[src/rtl/sio_pkg.sv]
package sio_pkg;
  localparam int DATA_W    = 8;
  localparam int FRAME_LEN = DATA_W + 2;
  localparam logic [3:0] A_DATA   = 4'hD;
  localparam logic [3:0] A_CTRL   = 4'h1;
  localparam logic [3:0] A_ERRCLR = 4'h2;
  localparam logic [3:0] A_IRQ    = 4'h3;

  typedef enum logic [1:0] {SRC_NONE, SRC_EXT, SRC_CH2, SRC_CH4} clkSrc_e;

  typedef struct packed {
    logic txTick;
    logic rxTick;
    logic rxAsync;
    logic loadHold;
    logic brk;
  } dpStrobe_t;

  typedef struct packed {
    logic need;
    logic done;
    logic rxDone;
    logic stopBad;
  } dpEvent_t;
endpackage

[src/rtl/sio_datapath.sv]
module sio_datapath
  import sio_pkg::*;
#(
  parameter int OVS = 4
) (
  input  logic              clk,
  input  logic              rstN,
  input  dpStrobe_t         st,
  input  logic [DATA_W-1:0] wrData,
  input  logic              serIn,
  output dpEvent_t          ev,
  output logic [DATA_W-1:0] rxByte,
  output logic              serOut
);
  localparam int REM_W = $clog2(FRAME_LEN + 1);
  localparam int IDX_W = $clog2(FRAME_LEN);
  localparam int CW    = (OVS > 2) ? $clog2(OVS) : 1;
  localparam int HALF  = OVS / 2;

  logic [DATA_W-1:0]    txHold;
  logic                 txFull;
  logic [FRAME_LEN-1:0] txShreg;
  logic [REM_W-1:0]     txRem;
  logic                 txEnding;

  logic                 rxActive;
  logic [IDX_W-1:0]     rxIdx;
  logic [CW-1:0]        rxCnt;
  logic [DATA_W-1:0]    rxShift;
  logic                 rxSample;

  assign txEnding  = (txRem <= REM_W'(1));
  assign ev.need   = st.txTick && txEnding && txFull;
  assign ev.done   = st.txTick && (txRem == REM_W'(1)) && !txFull;
  assign serOut    = st.brk ? 1'b0 : txShreg[0];

  always_ff @(posedge clk) begin
    if (!rstN) begin
      txHold  <= '0;
      txFull  <= 1'b0;
      txShreg <= '1;
      txRem   <= '0;
    end else begin
      if (st.txTick) begin
        if (txEnding) begin
          if (txFull) begin
            txShreg <= {1'b1, txHold, 1'b0};
            txRem   <= REM_W'(FRAME_LEN);
            txFull  <= 1'b0;
          end else begin
            txShreg <= '1;
            txRem   <= '0;
          end
        end else begin
          txShreg <= {1'b1, txShreg[FRAME_LEN-1:1]};
          txRem   <= txRem - REM_W'(1);
        end
      end
      if (st.loadHold) begin
        txHold <= wrData;
        txFull <= 1'b1;
      end
    end
  end

  assign rxSample   = st.rxTick && rxActive && (!st.rxAsync || rxCnt == '0);
  assign ev.rxDone  = rxSample && (rxIdx == IDX_W'(FRAME_LEN - 1));
  assign ev.stopBad = ev.rxDone && !serIn;

  always_ff @(posedge clk) begin
    if (!rstN) begin
      rxActive <= 1'b0;
      rxIdx    <= '0;
      rxCnt    <= '0;
      rxShift  <= '0;
      rxByte   <= '0;
    end else if (st.rxTick) begin
      if (!rxActive) begin
        if (!serIn) begin
          rxActive <= 1'b1;
          rxIdx    <= st.rxAsync ? '0 : IDX_W'(1);
          rxCnt    <= CW'(HALF - 1);
        end
      end else if (rxSample) begin
        rxCnt <= CW'(OVS - 1);
        if (rxIdx == '0) begin
          if (serIn) rxActive <= 1'b0;
          else       rxIdx    <= IDX_W'(1);
        end else if (rxIdx == IDX_W'(FRAME_LEN - 1)) begin
          rxByte   <= rxShift;
          rxActive <= 1'b0;
        end else begin
          rxShift <= {serIn, rxShift[DATA_W-1:1]};
          rxIdx   <= rxIdx + IDX_W'(1);
        end
      end else begin
        rxCnt <= rxCnt - CW'(1);
      end
    end
  end

  // an idle transmitter leaves the line high
  a_r2_idle_ones: assert property (@(posedge clk) disable iff (!rstN)
    (txRem == '0) |-> (txShreg == '1));
  a_r2_rem_range: assert property (@(posedge clk) disable iff (!rstN)
    txRem <= REM_W'(FRAME_LEN));
  a_r6_cnt_range: assert property (@(posedge clk) disable iff (!rstN)
    32'(rxCnt) < OVS);
  a_r5_idx_range: assert property (@(posedge clk) disable iff (!rstN)
    rxIdx <= IDX_W'(FRAME_LEN - 1));
endmodule

[src/rtl/sio_ctrl.sv]
module sio_ctrl
  import sio_pkg::*;
(
  input  logic              clk,
  input  logic              rstN,
  input  logic              busWr,
  input  logic              busRd,
  input  logic [3:0]        busAddr,
  input  logic [7:3]        cfgBits,
  input  logic              extClkTick,
  input  logic              ch2Tick,
  input  logic              ch4Tick,
  input  logic              serIn,
  input  logic              kbOverrunEvt,
  input  dpEvent_t          ev,
  input  logic [DATA_W-1:0] rxByte,
  output dpStrobe_t         st,
  output logic [7:0]        busRdData,
  output logic [2:0]        irqReq
);
  logic [2:0] mode;
  logic       brk;
  logic [2:0] irqEn, irqEnNext, irqPend, irqEvt;
  logic       frameErr, rxOverrun, kbOverrun, rxValid;
  logic       readRx, clrErr;
  clkSrc_e    txSrc, rxSrc;
  logic       rxAsync;

  always_comb begin
    txSrc = SRC_NONE; rxSrc = SRC_NONE; rxAsync = 1'b0;
    case (mode)
      3'b000: begin txSrc = SRC_EXT; rxSrc = SRC_EXT; end
      3'b001: begin txSrc = SRC_EXT; rxSrc = SRC_CH4; rxAsync = 1'b1; end
      3'b010: begin txSrc = SRC_CH4; rxSrc = SRC_CH4; end
      3'b100: begin txSrc = SRC_CH4; rxSrc = SRC_EXT; end
      3'b110: begin txSrc = SRC_CH2; rxSrc = SRC_CH4; end
      3'b111: begin txSrc = SRC_CH2; rxSrc = SRC_CH4; rxAsync = 1'b1; end
      default: ;
    endcase
  end

  function automatic logic pickTick(clkSrc_e s, logic e, logic c2, logic c4);
    case (s)
      SRC_EXT: return e;
      SRC_CH2: return c2;
      SRC_CH4: return c4;
      default: return 1'b0;
    endcase
  endfunction

  assign readRx      = busRd && busAddr == A_DATA;
  assign clrErr      = busWr && busAddr == A_ERRCLR;
  assign st.txTick   = pickTick(txSrc, extClkTick, ch2Tick, ch4Tick);
  assign st.rxTick   = pickTick(rxSrc, extClkTick, ch2Tick, ch4Tick);
  assign st.rxAsync  = rxAsync;
  assign st.loadHold = busWr && busAddr == A_DATA;
  assign st.brk      = brk;

  assign irqEnNext = (busWr && busAddr == A_IRQ) ? cfgBits[5:3] : irqEn;
  assign irqEvt    = {ev.rxDone, ev.need, ev.done};
  assign irqReq    = irqPend;

  always_ff @(posedge clk) begin
    if (!rstN) begin
      mode <= '0; brk <= 1'b0; irqEn <= '0;
      frameErr <= 1'b0; rxOverrun <= 1'b0; kbOverrun <= 1'b0; rxValid <= 1'b0;
    end else begin
      irqEn <= irqEnNext;
      if (busWr && busAddr == A_CTRL) begin
        brk  <= cfgBits[7];
        mode <= cfgBits[6:4];
      end
      if (ev.rxDone)   rxValid <= 1'b1;
      else if (readRx) rxValid <= 1'b0;
      if (clrErr) begin
        frameErr <= 1'b0; rxOverrun <= 1'b0; kbOverrun <= 1'b0;
      end else begin
        if (ev.stopBad)                       frameErr  <= 1'b1;
        if (ev.rxDone && rxValid && !readRx)  rxOverrun <= 1'b1;
        if (kbOverrunEvt)                     kbOverrun <= 1'b1;
      end
    end
  end

  for (genvar i = 0; i < 3; i++) begin : g_irq
    always_ff @(posedge clk) begin
      if (!rstN) irqPend[i] <= 1'b0;
      else       irqPend[i] <= irqEnNext[i] && (irqPend[i] || irqEvt[i]);
    end
  end

  always_comb begin
    case (busAddr)
      A_DATA:  busRdData = rxByte;
      A_CTRL:  busRdData = {frameErr, rxOverrun, kbOverrun, serIn,
                            1'b1, 1'b1, ~rxValid, 1'b1};
      A_IRQ:   busRdData = {2'b00, irqPend, 3'b000};
      default: busRdData = 8'h00;
    endcase
  end

  a_r7_frame_sticky: assert property (@(posedge clk) disable iff (!rstN)
    (frameErr && !clrErr) |=> frameErr);
  a_r8_ovr_sticky: assert property (@(posedge clk) disable iff (!rstN)
    (rxOverrun && !clrErr) |=> rxOverrun);
  a_r9_kb_sticky: assert property (@(posedge clk) disable iff (!rstN)
    (kbOverrun && !clrErr) |=> kbOverrun);
  a_r5_read_clears: assert property (@(posedge clk) disable iff (!rstN)
    (readRx && !ev.rxDone) |=> !rxValid);
  a_r11_gated: assert property (@(posedge clk) disable iff (!rstN)
    (irqPend & ~irqEn) == 3'b000);
endmodule

[src/rtl/sio_top.sv]
module sio_top
  import sio_pkg::*;
#(
  parameter int OVS = 4
) (
  input  logic       clk,
  input  logic       rstN,
  input  logic       busWr,
  input  logic       busRd,
  input  logic [3:0] busAddr,
  input  logic [7:0] busWrData,
  output logic [7:0] busRdData,
  input  logic       extClkTick,
  input  logic       ch2Tick,
  input  logic       ch4Tick,
  input  logic       serIn,
  input  logic       kbOverrunEvt,
  output logic       serOut,
  output logic [2:0] irqReq
);
  dpStrobe_t         st;
  dpEvent_t          ev;
  logic [DATA_W-1:0] rxByte;

  sio_ctrl i_ctrl (
    .clk(clk), .rstN(rstN), .busWr(busWr), .busRd(busRd), .busAddr(busAddr),
    .cfgBits(busWrData[7:3]), .extClkTick(extClkTick), .ch2Tick(ch2Tick),
    .ch4Tick(ch4Tick), .serIn(serIn), .kbOverrunEvt(kbOverrunEvt),
    .ev(ev), .rxByte(rxByte), .st(st), .busRdData(busRdData), .irqReq(irqReq)
  );

  sio_datapath #(.OVS(OVS)) i_dp (
    .clk(clk), .rstN(rstN), .st(st), .wrData(busWrData), .serIn(serIn),
    .ev(ev), .rxByte(rxByte), .serOut(serOut)
  );
endmodule

[config.mk]
export PLATFORM = sky130hd
export DESIGN_NAME = sio_top
export DESIGN_NICKNAME = d
export VERILOG_FILES = /design/src/rtl/sio_pkg.sv /design/src/rtl/sio_datapath.sv /design/src/rtl/sio_ctrl.sv /design/src/rtl/sio_top.sv
export SDC_FILE = /design/constraint.sdc
export NUM_CORES = 1
export LEC_CHECK = 0
export ABC_AREA = 1
export BUFFER_PORTS_ARGS = -buffer_cell sky130_fd_sc_hd__clkbuf_2
export CORE_MARGIN = 2
export CORE_UTILIZATION = 58
export CTS_BUF_LIST = sky130_fd_sc_hd__clkbuf_4 sky130_fd_sc_hd__clkbuf_8 sky130_fd_sc_hd__clkbuf_16
export DETAILED_ROUTE_END_ITERATION = 8
export GPL_ROUTABILITY_DRIVEN = 0
export PLACE_DENSITY = 0.79
export RECOVER_POWER = 100
export SLEW_MARGIN = 10
export SYNTH_ARGS = -nofsm -noshare
export SYNTH_HDL_FRONTEND = slang
export SYNTH_SLANG_ARGS = --single-unit
[constraint.sdc]
create_clock -name clk -period 1.58 [get_ports clk]
set_input_delay 0.237 -clock clk [delete_from_list [all_inputs] [get_ports clk]]
set_output_delay 0.237 -clock clk [all_outputs]
set_load 0.05 [all_outputs]
==> results of run 1 <==
==> power groups by stage <==
stage	sequential, mW	combinational (mW)	clock [mW]
3_5_place_dp	1.63	0.528	0
2_1_floorplan	1.62	0.383	0
3_3_place_gp	1.63	0.512	0
4_1_cts	1.60	0.539	1.48
6_report	1.60	0.610	1.48
5_1_grt	1.61	0.672	1.54
==> metal layers <==
metal | track usage | vias up | share of wire
met4 | 0.09495 | 0 | 0.016
met3 | 0.05761 | 18 | 0.045
met5 | 0 | - | 0
li1 | - | 1314 | -
met2 | 0.4058 | 96 | 0.49
met1 | 0.3525 | 1247 | 0.45
==> synthesized netlist by cell type, drive strengths merged <==
library cell,instances
o211ai,1
xor2,1
nor4,1
o21ai,26
dfxtp,59
mux2,1
ha,6
buf,10
o22ai,1
o21a,1
a21boi,1
a22oi,1
clkbuf,4
a31oi,3
nand3,23
nor2,33
a211oi,2
o31ai,2
nand4,12
nand2,69
o221ai,8
inv,40
nor3,2
a21oi,46
a41oi,2
==> repair_timing <==
action                                  CTS  global route
pin swaps                                 0            11
endpoints found under the setup margin    6            44
setup buffers                             0             6
gates cloned                              0             1
gates resized for setup                   4            50
==> sequential cells by signal, summed over array words and instances, names as in the netlist <==
name,count
i_ctrl.rxValid,1
i_ctrl.irqReq,3
i_ctrl.brk,1
i_ctrl.kbOverrun,1
i_dp.rxCnt,2
i_dp.rxActive,1
i_ctrl.mode,3
i_ctrl.frameErr,1
i_ctrl.rxOverrun,1
i_dp.rxByte,8
i_dp.txShreg,9
i_dp.txFull,1
i_dp.rxShift,8
i_dp.txHold,8
i_ctrl.irqEn,3
i_dp.rxIdx,4
i_dp.txRem,4
==> layout make-up <==
type / instances / area (µm²)
Sequential cell: 59 / 1192
Inverter: 40 / 157.7
Timing Repair Buffer: 56 / 436.7
Fill cell: 321 / 1119
Tap cell: 54 / 67.56
Clock buffer: 15 / 187.7
Clock inverter: 1 / 30.03
Multi-Input combinational cell: 242 / 1501
==> worst min path at each step <==
stage                        to  slack (ns)  cells after the start
2_1_floorplan  i_ctrl.kbOverrun        0.37                      2
3_3_place_gp     i_dp.rxByte[6]        0.45                      2
3_5_place_dp     i_dp.rxByte[3]        0.45                      2
4_1_cts        i_ctrl.kbOverrun        0.14                      3
5_1_grt          i_dp.txHold[2]        0.16                      3
6_report       i_ctrl.kbOverrun        0.15                      3
==> kinds of logic after synthesis <==
family                   Yosys count
buffers and inverters             54
adder cells (fa/ha/maj)            6
XOR/XNOR                           1
AO/OA/AOI/OAI                     94
multiplexers                       1
flip-flops                        59
AND/OR/NAND/NOR                  140
==> tightest hold or removal path: stages <==
cell and delay, ns:
clkbuf_2 0.09, nor2_1 0.03, nor2_1 0.08
==> impl_metrics.toml, run 1 <==
[setup_path]
cp-endpoint = "i_dp.rxByte[6]"
cp_max_fo = 14
crit_arrival_ns = 1.83
critical_path_depth = 11
r2r_cells = 11
crit_type = "reg -> reg"
start_kind = "flop"
crit_path_top_delay_cell = "dfxtp_4"
startpoint = "i_ctrl.mode[1]"
regToRegEndpoint = "i_dp.rxByte[6]"
worst-path-buf-inv = 2
crit_path_frequent_cell = "nand2_4"
required_ns = 1.80
critPathCaptureType = "flop"
cp_top_family = "simple AND/OR/NAND/NOR gates"
crit_path_cell_trace = "inv_4 -> nand3_4 -> nand3_2 -> nand2_2 -> nand2_4 -> nand2_4 -> nor2_4 -> nand2_4 -> buf_12 -> o21ai_2 -> a21oi_2"
rrSetupSlack_ns = -0.04
cp_slowest_stage_delay_ns = 0.36
r2r_start = "i_ctrl.mode[1]"

[drt]
dr_total_vias = 2675
drtPass1Iterations = 4
wire_per_inst_um = 15.28
route.detailed.drc = 0
antenna_left = 0
viasPerCell = 5.728
drt_iter0_drc = 131
finalWirelength_um = 7136

[yosys]
ys_ff_latch = 59
yosysSeqAreaShare = 0.4205
synth_area_leader_cell = "dfxtp_1"
syn_avg_cell_area_um2 = 7.913
synth_top_area_frac = 0.4205
synthSimpleGateAreaFrac = 0.2472
yosysWarnings = 0
synth_xor_area_frac = 0.003118
synthCells = 355
synth.distinct_cells = 37
post_synth_fa_ha_maj_area_fraction = 0.02673
synth_top_family_by_area = "simple AND/OR/NAND/NOR gates"
ys_top_cells_by_area = "dfxtp_1 42%, nand2_1 8.2%, a21oi_1 6.6%, inv_1 4.3%, nor2_1 3.5%"
muxShareOfSynthArea = 0.004009
syn-cell-area_um2 = 2809
synth_nets = 382
synth_compound_area_frac = 0.2143

[power]
power_frac_clock = 0.400
total_power_mw = 3.688
cellLeakagePower_nw = 1.428
p_int_mw = 2.686
ir_drop_v = 0.0007967
power_frac_comb = 0.165
switching_share = 0.2717
p_switching_mw = 1.002
seqPwrFrac = 0.434
p_per_area_nw_per_um2 = 1032

[floorplan]
die_h_um = 73.59
start_util = 0.5987
ios = 33
die_w_um = 73.59
core_um2 = 4692
row_count = 25
dieArea_um2 = 5415

[layout]
final_core_util = 0.7616
drive_gt1_frac = 0.3317
diodes = 0
fin_cells = 467
layout.nets = 435
area_delta_synth_final_pct = 27.22
final_cell_area_um2 = 3573
most-common-layout-cells = "54 x nand2_1, 54 x dfxtp_1, 35 x a21oi_1, 31 x inv_1, 23 x nor2_1"

[timing]
final_hold_viol_count = 0
finalSetupViolCount = 2
maxSlewViolCount = 0
max_freq_ghz = 0.6192
period_needed_ns = 1.615
fin_crit_sh = 1.022
worst_slew_pin_slew_ns = 0.5993
finalSetupTns_ns = -0.03853
skew_ns = 0.004642
grt_setup_unrepaired = "yes"
fin_ws_ns = -0.03512
hold_slack_ns = 0.1487
max_slew_margin = 0.6005

[clock_tree]
numCtsBuffers = 9
clockBufferDepth = 2
cts_tree = "yes"
cts_sinks = 59
insertion_delay_ns = 0.33
clkSlewWorstSetupHoldPaths_ns = 0.06
root_buffer = "clkbuf_8"
htree_levels = 3
ctsHoldBuffers = 0

[grt]
grt_start_max_net_pins = 30
overflow = 0
global_route.usage.total = 0.2599
grt_antenna_before_repair = 0
grt_pass1_wl_um = 10820
grt_pass1_vias = 2396

[status]
violations = "negative setup slack"
status = "finished, violations left"

[flow_run]
max_cap_violations = 0

[worst_hold_path]
hold_class = "in -> reg"
min-delay-start = "kbOverrunEvt"

[placement]
dp_cells = 444
port_buffers = 32
dpl_cell_area_um2 = 3171
hpwl_um = 4283
place_ws_ns = -0.01350
Note: power is estimated with default switching activity, not from simulation.
==> run 2, diff against run 1 <==
- BUFFER_PORTS_ARGS: -buffer_cell sky130_fd_sc_hd__clkbuf_2 -> default
- CORE_UTILIZATION: 58 -> 60
- DONT_BUFFER_PORTS: default -> 1
- PLACE_DENSITY: 0.79 -> 0.76
==> impl_metrics.toml, run 2 (synthesis gave the netlist of run 1 again) <==
[power]
ir_drop_v = 0.0007287
p_switching_mw = 0.9476
p_int_mw = 2.610
total_power_mw = 3.558
p_per_area_nw_per_um2 = 1035
power_frac_clock = 0.391
power_frac_comb = 0.157
seqPwrFrac = 0.451
switching_share = 0.2663
cellLeakagePower_nw = 1.328

[floorplan]
die_h_um = 72.42
core_um2 = 4444
row_count = 24
die_w_um = 72.42
dieArea_um2 = 5245
start_util = 0.6320
ios = 33

[layout]
most-common-layout-cells = "56 x nand2_1, 54 x dfxtp_1, 36 x a21oi_1, 28 x inv_1, 24 x nor2_1"
seq_area_um2 = 1195
layout_commonest_cell = "nand2_1"
drive_gt1_frac = 0.2972
fin_cells = 439
top_register = "i_dp.txShreg"
multi_input_area_um2 = 1485
num-fill-cells = 307
area_delta_synth_final_pct = 22.41
layout.nets = 411
diodes = 0
largest_reg_flops = 9

[worst_hold_path]
min-delay-start = "rstN"
hold_class = "in -> reg"
min_delay_path_depth = 2
hold_end = "i_dp.rxByte[7]"

[setup_path]
crit_type = "reg -> reg"
crit_path_top_delay_cell = "dfxtp_4"
critPathCaptureType = "flop"
cp_top_family = "simple AND/OR/NAND/NOR gates"
cp_slowest_stage_delay_ns = 0.38
cp_max_fo = 8
regToRegEndpoint = "i_dp.rxShift[0]"
worst-path-buf-inv = 2
required_ns = 1.81
crit_arrival_ns = 1.78
r2r_start = "i_ctrl.mode[1]"
start_kind = "flop"
crit_path_cell_trace = "inv_4 -> nand3_4 -> nand3_2 -> nand2_2 -> nand2_4 -> nand2_4 -> nor2_4 -> buf_6 -> nand3_4 -> nand2_2 -> a21oi_2"
r2r_cells = 11
rrSetupSlack_ns = 0.03

[grt]
grt_start_max_net_pins = 28
global_route.usage.total = 0.2543
overflow = 0
grt_pass1_vias = 2400
grt_pass1_wl_um = 10410
grt_antenna_before_repair = 0

[placement]
dp_cells = 417
port_buffers = 0
hpwl_um = 4443

[drt]
viasPerCell = 5.845
wire_per_inst_um = 15.47
antenna_left = 0
drtPass1Iterations = 5
dr_total_vias = 2566
drt_iter0_drc = 109
finalWirelength_um = 6791
route.detailed.drc = 0

[timing]
fin_crit_sh = 0.9831
skew_ns = 0.004363
max_slew_margin = 0.6518
finalSetupViolCount = 0
grt_setup_unrepaired = "yes"
worst_slew_pin_slew_ns = 0.5168
period_needed_ns = 1.553
max_freq_ghz = 0.6438
maxSlewViolCount = 0
final_hold_viol_count = 0

[clock_tree]
clockBufferDepth = 2
htree_levels = 3
cts_tree = "yes"
clkSlewWorstSetupHoldPaths_ns = 0.06
numCtsBuffers = 9
root_buffer = "clkbuf_8"
insertion_delay_ns = 0.33
cts_sinks = 59

[flow_run]
max_cap_violations = 0

[status]
status = "complete, no violations"
run 2: cell types whose count changed in the layout (fill, tap and decap cells not counted), sizes merged:
cell         change
dlygate4sd3      +1
clkinv           +1
clkbuf          -28
run 2: timing repair:
action	4_1_cts	5_1_grt
gates resized for setup	0	41
setup endpoints to repair	0	36
endpoints found under the hold margin	1	0
setup buffers	0	6
hold buffers	1	0
run 2: how the worst max path moves through the flow:
stage	endpoint	from	slack [ns]	depth (start not counted)
after global placement	i_ctrl.irqReq[1]	i_dp.txRem[0]	0.04	8
after detailed placement	i_dp.txRem[1]	i_dp.txRem[0]	0.03	8
final	i_dp.rxShift[0]	i_ctrl.mode[1]	0.03	11
after CTS	i_dp.txRem[1]	i_dp.txRem[0]	0.01	8
after global routing	i_dp.rxShift[0]	i_ctrl.mode[1]	-0.06	11
after floorplan	busRdData[4]	busAddr[3]	-0.31	5
run 2: layer usage:
| metal | global-route usage | routed length [µm] |
|---|---|---|
| met3 | 0.08472 | 403 |
| met5 | 0 | 0 |
| met1 | 0.3121 | 2892 |
| met2 | 0.4190 | 3386 |
| met4 | 0.08848 | 109 |
run 2: metrics by stage:
step	hold slack [ns]	util	setup TNS [ns]	setup WS [ns]	area [µm²]
5_1_grt	0.009500	0.7736	-0.8011	-0.06270	3438
2_1_floorplan	0.3664	-	-1.923	-0.3054	2814
3_3_place_gp	0.3275	0.6858	0	0.04176	3048
4_1_cts	0.01317	0.7331	0	0.01122	3258
6_report	0.02469	0.7736	0	0.02675	3438
3_5_place_dp	0.3249	0.6858	0	0.02642	3048
run 2: layout make-up:
| cell class | count | share of cell area |
|---|---|---|
| sequential | 59 | 0.3475 |
| clock buffer | 12 | 0.04803 |
| timing repair buffer | 32 | 0.09753 |
| clock inverter | 2 | 0.01019 |
| inverter | 40 | 0.04585 |
| tap | 52 | 0.01892 |
| multi-input combinational | 242 | 0.4319 |
run 2: worst reg2reg max path, stage by stage (launching register included):
cell and delay, ns:
dfxtp_4 0.38, inv_4 0.08, nand3_4 0.07, nand3_2 0.07, nand2_2 0.07, nand2_4 0.10
nand2_4 0.07, nor2_4 0.19, buf_6 0.15, nand3_4 0.12, nand2_2 0.11, a21oi_2 0.05
run 2: power groups by stage:
| stage | combinational, mW | clock, mW | sequential, mW |
|---|---|---|---|
| global placement | 0.462 | 0 | 1.63 |
| floorplan | 0.383 | 0 | 1.62 |
| detailed placement | 0.475 | 0 | 1.63 |
| CTS | 0.481 | 1.40 | 1.60 |
| finish | 0.559 | 1.39 | 1.61 |
| global route | 0.622 | 1.47 | 1.61 |
==> run 3, diff against run 2 <==
- PLACE_DENSITY: 0.76 -> 0.72
==> impl_metrics.toml, run 3 (synthesis gave the netlist of run 1 again) <==
[status]
status = "complete, no violations"

[layout]
layout.nets = 405
drive_gt1_frac = 0.2487
layout_commonest_cell = "nand2_1"
num-fill-cells = 346
area_delta_synth_final_pct = 16.30
fin_cells = 434
most-common-layout-cells = "60 x nand2_1, 55 x dfxtp_1, 37 x a21oi_1, 32 x inv_1, 26 x nor2_1"
diodes = 0
final_cell_area_um2 = 3267
top_register = "i_dp.txShreg"
largest_reg_flops = 9

[floorplan]
dieArea_um2 = 5245
ios = 33
row_count = 24
start_util = 0.6320
die_w_um = 72.42
core_um2 = 4444
die_h_um = 72.42

[power]
p_int_mw = 2.474
seqPwrFrac = 0.469
power_frac_clock = 0.381
p_switching_mw = 0.9448
switching_share = 0.2764
power_frac_comb = 0.150
cellLeakagePower_nw = 1.257
p_per_area_nw_per_um2 = 1046
ir_drop_v = 0.0009322

[timing]
worst_slew_pin_slew_ns = 0.4850
skew_ns = 0.006990
final_hold_viol_count = 0
maxSlewViolCount = 0
fin_crit_sh = 0.9435
max_slew_margin = 0.6762
finalSetupViolCount = 0
max_freq_ghz = 0.6708
period_needed_ns = 1.491

[drt]
route.detailed.drc = 0
drt_iter0_drc = 131
viasPerCell = 5.691
finalWirelength_um = 6267
dr_total_vias = 2470
antenna_left = 0
drtPass1Iterations = 5
wire_per_inst_um = 14.44

[grt]
grt_pass1_wl_um = 10330
global_route.usage.total = 0.2562
grt_antenna_before_repair = 0
grt_start_max_net_pins = 29
grt_pass1_vias = 2332
overflow = 0

[clock_tree]
cts_setup_buffers = 0
cts_sinks = 59
cts_tree = "yes"
root_buffer = "clkbuf_8"
clockBufferDepth = 2
insertion_delay_ns = 0.33
htree_levels = 3
numCtsBuffers = 9
clkSlewWorstSetupHoldPaths_ns = 0.06

[placement]
dpl_cell_area_um2 = 3068
port_buffers = 0
dp_cells = 418
hpwl_um = 4438

[setup_path]
start_kind = "flop"
crit_type = "reg -> reg"
crit_arrival_ns = 1.75
required_ns = 1.84
critPathCaptureType = "flop"
cp_max_fo = 6

[flow_run]
max_cap_violations = 0

[worst_hold_path]
hold_class = "in -> reg"
[run 3: cell types whose count changed in the layout (fill, tap and decap cells not counted), sizes merged]
cell / before / now
clkinvlp: 0 / 2
clkbuf: 12 / 15
clkinv: 1 / 2
buf: 31 / 20
[run 3: per-layer routing]
metal | GRT usage | share of wire | wire length (µm) | up-vias
met5 | 0 | 0 | 0 | -
met4 | 0.08848 | 0.027 | 172 | 0
met3 | 0.08611 | 0.053 | 334 | 20
met2 | 0.4414 | 0.50 | 3131 | 67
met1 | 0.2978 | 0.42 | 2629 | 1133
li1 | - | - | - | 1250
[run 3: stage by stage]
stage	setup WS, ns	hold WS [ns]	setup TNS [ns]	utilization	total power [mW]
floorplan	-0.3054	0.3664	-1.923	-	1.998
global placement	0.05806	0.3182	0	0.6903	2.117
detailed placement	-0.009024	0.3308	-0.009024	0.6903	2.128
CTS	0.06437	0.004672	0	0.7351	3.436
global route	-0.05196	0.004054	-0.09616	0.7351	3.581
finish	0.08932	0.01622	0	0.7351	3.419
[run 3: cell type report]
type | instances | area, µm² | share of cell area
inverter | 40 | 152.6 | 0.04673
clock buffer | 10 | 131.4 | 0.04021
timing repair buffer | 26 | 264.0 | 0.08081
sequential | 59 | 1186 | 0.3631
multi-input combinational | 242 | 1413 | 0.4324
tap | 52 | 65.06 | 0.01992
clock inverter | 5 | 55.05 | 0.01685
[run 3: worst paths after layout]
| kind | slack, ns | cells past startpoint | end | from |
|---|---|---|---|---|
| max | 0.09 | 8 | i_dp.txRem[1] | i_dp.txRem[1] |
| min | 0.02 | 2 | i_dp.rxIdx[0] | rstN |
| max reg2reg | 0.09 | 8 | i_dp.txRem[1] | i_dp.txRem[1] |
| min reg2reg | 0.46 | 2 | i_dp.rxByte[2] | i_dp.rxByte[2] |
[run 3: power groups by stage]
stage               Clock (mW)  Combinational [mW]  Sequential [mW]
finish                    1.30               0.514             1.60
global route              1.40               0.576             1.61
CTS                       1.33               0.504             1.60
detailed placement           0               0.497             1.63
global placement             0               0.488             1.63
floorplan                    0               0.383             1.62
[run 3: critical path, stage by stage, from the launching register on]
cell and delay [ns]:
dfxtp_1 0.36, inv_1 0.08, ha_1 0.20, nor2_1 0.19, nor2_2 0.09, buf_4 0.16, o21ai_0 0.15, nand2_1 0.07
a21oi_1 0.12
[run 3: timing repair]
item                                   CTS  global route
hold buffers                             1             0
setup endpoints to repair                1            25
endpoints found under the hold margin    1             0
gates resized for setup                  1            13
